--- src/rtl/chop_pkg.sv ---
package chop_pkg;

    typedef enum logic [2:0] {
        ST_HALT = 3'd0,
        ST_DEAD = 3'd1,
        ST_ON   = 3'd2,
        ST_FAST = 3'd3,
        ST_SLOW = 3'd4
    } chop_state_e;

    typedef struct packed {
        logic src_a;
        logic snk_a;
        logic src_b;
        logic snk_b;
    } gate_t;

endpackage

--- src/rtl/chop_phase_cnt.sv ---
module chop_phase_cnt #(
    parameter int W = 8
) (
    input  logic         clk_i,
    input  logic         rst_ni,
    input  logic         clr_i,
    output logic [W-1:0] cnt_o
);
    // Cycles spent in the current state; saturates, cleared on each state change.
    always_ff @(posedge clk_i) begin
        if (!rst_ni) begin
            cnt_o <= '0;
        end else if (clr_i) begin
            cnt_o <= '0;
        end else if (cnt_o != '1) begin
            cnt_o <= cnt_o + 1'b1;
        end
    end
endmodule

--- src/rtl/chop_off_timer.sv ---
module chop_off_timer #(
    parameter int OFF_CYC  = 1500,
    parameter int FAST_CYC = 468
) (
    input  logic clk_i,
    input  logic rst_ni,
    input  logic start_i,
    input  logic run_i,
    output logic fast_done_o,
    output logic off_done_o
);
    localparam int W = $clog2(OFF_CYC + 1);
    localparam logic [W-1:0] OFF_LAST  = W'(OFF_CYC - 1);
    localparam logic [W-1:0] FAST_LAST = W'(FAST_CYC - 1);

    logic [W-1:0] cnt_q;

    always_ff @(posedge clk_i) begin
        if (!rst_ni) begin
            cnt_q <= '0;
        end else if (start_i) begin
            cnt_q <= '0;
        end else if (run_i && cnt_q != OFF_LAST) begin
            cnt_q <= cnt_q + 1'b1;
        end
    end

    assign fast_done_o = (cnt_q == FAST_LAST);
    assign off_done_o  = (cnt_q == OFF_LAST);

    // the off-time counter never runs past its last cycle
    assert_off_bound_R4: assert property (@(posedge clk_i) disable iff (!rst_ni)
        cnt_q <= OFF_LAST);
endmodule

--- src/rtl/chop_gate_map.sv ---
module chop_gate_map
    import chop_pkg::*;
(
    input  chop_state_e state_i,
    input  logic        pol_i,
    input  logic        zero_i,
    input  logic        kill_i,
    output gate_t       gate_o
);
    always_comb begin
        gate_o = '0;
        unique case (state_i)
            ST_ON: begin
                if (pol_i) begin
                    gate_o.src_b = 1'b1;
                    gate_o.snk_a = 1'b1;
                end else begin
                    gate_o.src_a = 1'b1;
                    gate_o.snk_b = 1'b1;
                end
            end
            ST_FAST: begin
                if (!zero_i) begin
                    if (pol_i) begin
                        gate_o.src_a = 1'b1;
                        gate_o.snk_b = 1'b1;
                    end else begin
                        gate_o.src_b = 1'b1;
                        gate_o.snk_a = 1'b1;
                    end
                end
            end
            ST_SLOW: begin
                if (!zero_i) begin
                    gate_o.snk_a = 1'b1;
                    gate_o.snk_b = 1'b1;
                end
            end
            ST_HALT, ST_DEAD: gate_o = '0;
            default:          gate_o = '0;
        endcase
        if (kill_i) begin
            gate_o = '0;
        end
    end
endmodule

--- src/rtl/chop_ctrl.sv ---
module chop_ctrl
    import chop_pkg::*;
#(
    parameter int OFF_CYC   = 1500,
    parameter int BLANK_CYC = 50,
    parameter int DEAD_CYC  = 24
) (
    input  logic clk_i,
    input  logic rst_ni,
    input  logic trip_i,
    input  logic mixed_i,
    input  logic pol_i,
    input  logic zero_i,
    input  logic hold_off_i,
    input  logic fault_i,
    output logic src_a_o,
    output logic snk_a_o,
    output logic src_b_o,
    output logic snk_b_o
);
    localparam int FAST_CYC = OFF_CYC * 5 / 16;
    localparam int PH_MAX   = (BLANK_CYC > DEAD_CYC) ? BLANK_CYC : DEAD_CYC;
    localparam int PH_W     = $clog2(PH_MAX + 1) + 1;
    localparam logic [PH_W-1:0] DEAD_LAST = PH_W'(DEAD_CYC - 1);
    localparam logic [PH_W-1:0] BLANK_END = PH_W'(BLANK_CYC);

    chop_state_e     state_q, state_d;
    chop_state_e     dest_q, dest_d;
    logic            pol_q, mix_q;
    logic            take_cfg, off_start, off_run;
    logic            fast_done, off_done;
    logic            kill;
    logic [PH_W-1:0] ph_cnt;
    gate_t           gate;

    assign kill = hold_off_i | fault_i;

    chop_phase_cnt #(.W(PH_W)) u_phase (
        .clk_i  (clk_i),
        .rst_ni (rst_ni),
        .clr_i  (state_d != state_q),
        .cnt_o  (ph_cnt)
    );

    assign off_run = (state_q == ST_FAST) || (state_q == ST_SLOW) ||
                     ((state_q == ST_DEAD) && (dest_q != ST_ON));

    chop_off_timer #(.OFF_CYC(OFF_CYC), .FAST_CYC(FAST_CYC)) u_off (
        .clk_i       (clk_i),
        .rst_ni      (rst_ni),
        .start_i     (off_start),
        .run_i       (off_run),
        .fast_done_o (fast_done),
        .off_done_o  (off_done)
    );

    // Next-state logic
    always_comb begin
        state_d   = state_q;
        dest_d    = dest_q;
        off_start = 1'b0;
        take_cfg  = 1'b0;
        if (kill) begin
            state_d = ST_HALT;
        end else begin
            unique case (state_q)
                ST_HALT: begin
                    state_d = ST_DEAD;
                    dest_d  = ST_ON;
                end
                ST_DEAD: begin
                    if (ph_cnt == DEAD_LAST) begin
                        state_d  = dest_q;
                        take_cfg = (dest_q == ST_ON);
                    end
                end
                ST_ON: begin
                    if (trip_i && ph_cnt >= BLANK_END) begin
                        state_d   = ST_DEAD;
                        dest_d    = mix_q ? ST_FAST : ST_SLOW;
                        off_start = 1'b1;
                    end else if (pol_i != pol_q) begin
                        state_d = ST_DEAD;
                        dest_d  = ST_ON;
                    end
                end
                ST_FAST: begin
                    if (fast_done) begin
                        state_d = ST_DEAD;
                        dest_d  = ST_SLOW;
                    end
                end
                ST_SLOW: begin
                    if (off_done) begin
                        state_d = ST_DEAD;
                        dest_d  = ST_ON;
                    end
                end
                default: state_d = ST_HALT;
            endcase
        end
    end

    // State register
    always_ff @(posedge clk_i) begin
        if (!rst_ni) begin
            state_q <= ST_DEAD;
            dest_q  <= ST_ON;
            pol_q   <= 1'b0;
            mix_q   <= 1'b0;
        end else begin
            state_q <= state_d;
            dest_q  <= dest_d;
            if (take_cfg) begin
                pol_q <= pol_i;
                mix_q <= mixed_i;
            end
        end
    end

    // Output decode
    chop_gate_map u_map (
        .state_i (state_q),
        .pol_i   (pol_q),
        .zero_i  (zero_i),
        .kill_i  (kill),
        .gate_o  (gate)
    );

    always_comb begin
        src_a_o = gate.src_a;
        snk_a_o = gate.snk_a;
        src_b_o = gate.src_b;
        snk_b_o = gate.snk_b;
    end

    // no leg conducts through both of its switches
    assert_no_shoot_R6: assert property (@(posedge clk_i) disable iff (!rst_ni)
        !(src_a_o && snk_a_o) && !(src_b_o && snk_b_o));

    // a dead interval is not cut short unless the bridge is being shut down
    assert_dead_min_R6: assert property (@(posedge clk_i) disable iff (!rst_ni)
        (state_q == ST_DEAD && ph_cnt < DEAD_LAST && !kill) |=> state_q == ST_DEAD);

    // the on phase survives its blanking window when polarity is steady
    assert_blank_hold_R3: assert property (@(posedge clk_i) disable iff (!rst_ni)
        (state_q == ST_ON && ph_cnt < BLANK_END && pol_i == pol_q && !kill)
        |=> state_q == ST_ON);

    // disable forces the halt state
    assert_halt_disable_R7: assert property (@(posedge clk_i) disable iff (!rst_ni)
        hold_off_i |=> state_q == ST_HALT);

    // fault forces the halt state and the gates are open
    assert_halt_fault_R8: assert property (@(posedge clk_i) disable iff (!rst_ni)
        fault_i |-> !(src_a_o || snk_a_o || src_b_o || snk_b_o));

    // zero level leaves the decay phases without drive
    assert_zero_open_R9: assert property (@(posedge clk_i) disable iff (!rst_ni)
        (zero_i && (state_q == ST_FAST || state_q == ST_SLOW))
        |-> !(src_a_o || snk_a_o || src_b_o || snk_b_o));
endmodule

--- config.mk ---
export PLATFORM = sky130hd
export DESIGN_NAME = chop_ctrl
export DESIGN_NICKNAME = d
export VERILOG_FILES = /design/src/rtl/chop_pkg.sv /design/src/rtl/chop_phase_cnt.sv /design/src/rtl/chop_off_timer.sv /design/src/rtl/chop_gate_map.sv /design/src/rtl/chop_ctrl.sv
export SDC_FILE = /design/constraint.sdc
export NUM_CORES = 1
export LEC_CHECK = 0
export ABC_AREA = 1
export BUFFER_PORTS_ARGS = -buffer_cell sky130_fd_sc_hd__buf_2
export CORE_AREA = 2 2 55 83
export CTS_CLUSTER_SIZE = 28
export DETAILED_ROUTE_END_ITERATION = 8
export DIE_AREA = 0 0 57 85
export GPL_TIMING_DRIVEN = 1
export PLACE_DENSITY = 0.62
export SYNTH_ARGS = -nofsm -noshare
export SYNTH_HDL_FRONTEND = slang
export SYNTH_HIERARCHICAL = 1
export SYNTH_SLANG_ARGS = --single-unit
--- constraint.sdc ---
create_clock -name clk_i -period 5.4 [get_ports clk_i]
set_input_delay 0.27 -clock clk_i [delete_from_list [all_inputs] [get_ports clk_i]]
set_output_delay 0.27 -clock clk_i [all_outputs]
set_load 0.01 [all_outputs]
==> flow_summary.ini <==
[outcome]
outcome = complete, no violations

[layout]
antenna_cells = 0
fin_nets = 317
final-seq-area_um2 = 520
areaGrowthSynthToFinish_pct = 8.64
fin_area_um2 = 1930
final_common_cell = nand2_1
final_cell_mix = nand2_1, nor2_1, inv_1
multi_input_area_um2 = 1050
final_layout_size_suffix_gt1_frac = 0.128
num-fill-cells = 467

[sta]
min_period_ns = 2.24
slew_headroom = 0.468
finalSetupViolations = 0
finalSetupTns_ns = 0
worst_pin_slew_ns = 0.794
hold_slack_ns = 0.215
clock.fmax_ghz = 0.446
skew_ns = 0.00104
rsz0062_at_grt = false
min_period_over_period = 0.415
fin_ws_ns = 3.16
hold_violations = 0
slew_viol_final = 0

[power_and_ir_drop]
p_leak_nw = 0.883
power.density_nw_per_um2 = 182
peakVddDrop_mv = 0.166
total_power_uw = 352

[clocking]
cts.hold.buffers_added = 0
insertion_delay_ns = 0.27
clock_sinks = 26
cts_tree = built
root_buffer = clkbuf_8
ctsResizeCount = 0
clkSlewWorstSetupHoldPaths_ns = 0.09
cts.path.max_buffers = 2
numCtsBuffers = 3
post_cts_buffers = 0
cts_max_level = 1

[min_path]
hp-class = in2reg
hp-start = mixed_i
whs_endpoint = mix_q
worstHoldPathCells = 3

[floorplanning]
die_x_um = 57
fp.dieH_um = 85
core-area_um2 = 4140
die_area_um2 = 4850
start_util = 0.430
fp-row-count = 29
ios = 12

[logic_synthesis]
synthSimpleGateAreaFrac = 0.447
synth_area_um2 = 1780
ys_seq_area_frac = 0.292
syn_avg_cell_area_um2 = 6.12
synth-xor-area-share = 0.0295
synth.distinct_cells = 28
synthMuxAreaShare = 0
synth_cells = 291
synth-seq-cells = 26
synth_nets = 302
synth_adder_area_share = 0.0211
synth_top_family_by_area = simple AND/OR/NAND/NOR gates
synth_compound_area_frac = 0.0942
yosysWarnings = 6

[worst_setup_path]
worstRegToRegCells = 14
reg2reg_setup_slack_ns = 3.16
r2r-start = u_off/cnt_q[4]
end_kind = register
crit_arrival_ns = 2.45
criticalPathCategory = reg2reg
reg2reg_to = u_phase/cnt_o[2]
crit_slowest_cell = dfxtp_1
max_stage_delay_ns = 0.45
crit_fanout = 6
critPathLaunchType = register
cp.required_ns = 5.61
worstPathCellList = nand2_1 -> nor2_2 -> inv_1 -> nor4_1 -> nor2_1 -> nor2_1 -> nand2_1 -> nand3_1 -> nand2_1 -> nor2_1 -> nand2_1 -> nor2_1 -> o21ai_0 -> a21oi_1

[detailed_routing]
vias = 1791
wl_per_cell_um = 11.7
vias_per_cell = 5.10
drtIter0Drc = 136
wirelength_um = 4120
ant_nets = 0
drc = 0
first_pass_iters = 4

[placement]
place_area_um2 = 1880
io_buffers = 11
hpwl_um = 3320
place_congestion = 0.839
dpl_worst_slack_ns = 3.17

[global_route]
track_usage = 0.186
grt_pass1_wl_um = 7250
antenna_found_initial = 0
grt_pass1_vias = 1741
grt_max_degree = 15
overflow = 0

[flow_run]
max-cap-violations = 0
==> where the power goes <==
part	total, mW	internal (mW)	switching, mW
clock	0.127	0.0653	0.0617
sequential	0.198	0.194	0.00356
combinational	0.0275	0.00905	0.0185
==> state kept, by name (all words and copies together), names as in the netlist <==
signal / count
pol_q: 1
dest_q: 3
state_q: 3
u_phase/cnt_o: 7
mix_q: 1
u_off/cnt_q: 11
==> routing by layer <==
layer	vias up	global-route usage	share of wire
met1	823	0.183	0.38
met4	0	0.0719	0.024
met5	-	0	0
met2	17	0.377	0.58
li1	940	-	-
met3	11	0.0183	0.014
==> logic make-up after synthesis <==
family          after synthesis
simple gates                173
buf+inv                      51
compound gates               32
flops                        26
xor+xnor                      6
fa+ha+maj                     3
==> worst max-delay path by stage <==
stage | start | to
6_report | u_off/cnt_q[4] | u_phase/cnt_o[2]
5_1_grt | u_off/cnt_q[4] | u_phase/cnt_o[2]
4_1_cts | u_off/cnt_q[4] | u_phase/cnt_o[2]
3_5_place_dp | u_off/cnt_q[4] | u_phase/cnt_o[2]
3_3_place_gp | u_off/cnt_q[4] | u_phase/cnt_o[2]
2_1_floorplan | u_off/cnt_q[0] | u_phase/cnt_o[2]
==> Yosys cell counts, drive strengths merged <==
library cell / count / area (µm²)
a21oi: 18 / 90.1
clkbuf: 1 / 13.8
clkinv: 2 / 12.5
dfxtp: 26 / 521
ha: 3 / 37.5
inv: 48 / 180
nand2: 83 / 332
nand3: 24 / 138
nand3b: 1 / 7.51
nand4: 5 / 31.3
nor2: 54 / 251
nor3: 5 / 30.0
nor4: 1 / 6.26
o211ai: 3 / 22.5
o21ai: 11 / 55.1
xnor2: 1 / 8.76
xor2: 5 / 43.8
==> through the flow <==
step | utilization | instances
global route | 0.468 | 351
finish | 0.468 | 351
detailed placement | 0.454 | 347
floorplan | - | 291
CTS | 0.468 | 351
global placement | 0.454 | 347
==> worst max-delay path, delay by kind of cell, from the launching register on <==
kind,cells,cell delay [ns]
compound gates,2,0.28
buf+inv,1,0.08
flops,1,0.45
simple gates,11,1.38
==> layout make-up <==
cell class / count / area share
clock buffers: 4 / 0.0285
multi-input cells: 214 / 0.545
repair buffers: 11 / 0.0285
flip-flops and latches: 26 / 0.269
inverters: 50 / 0.0996
well taps: 46 / 0.0298
Note: power is estimated with default switching activity, not from simulation.
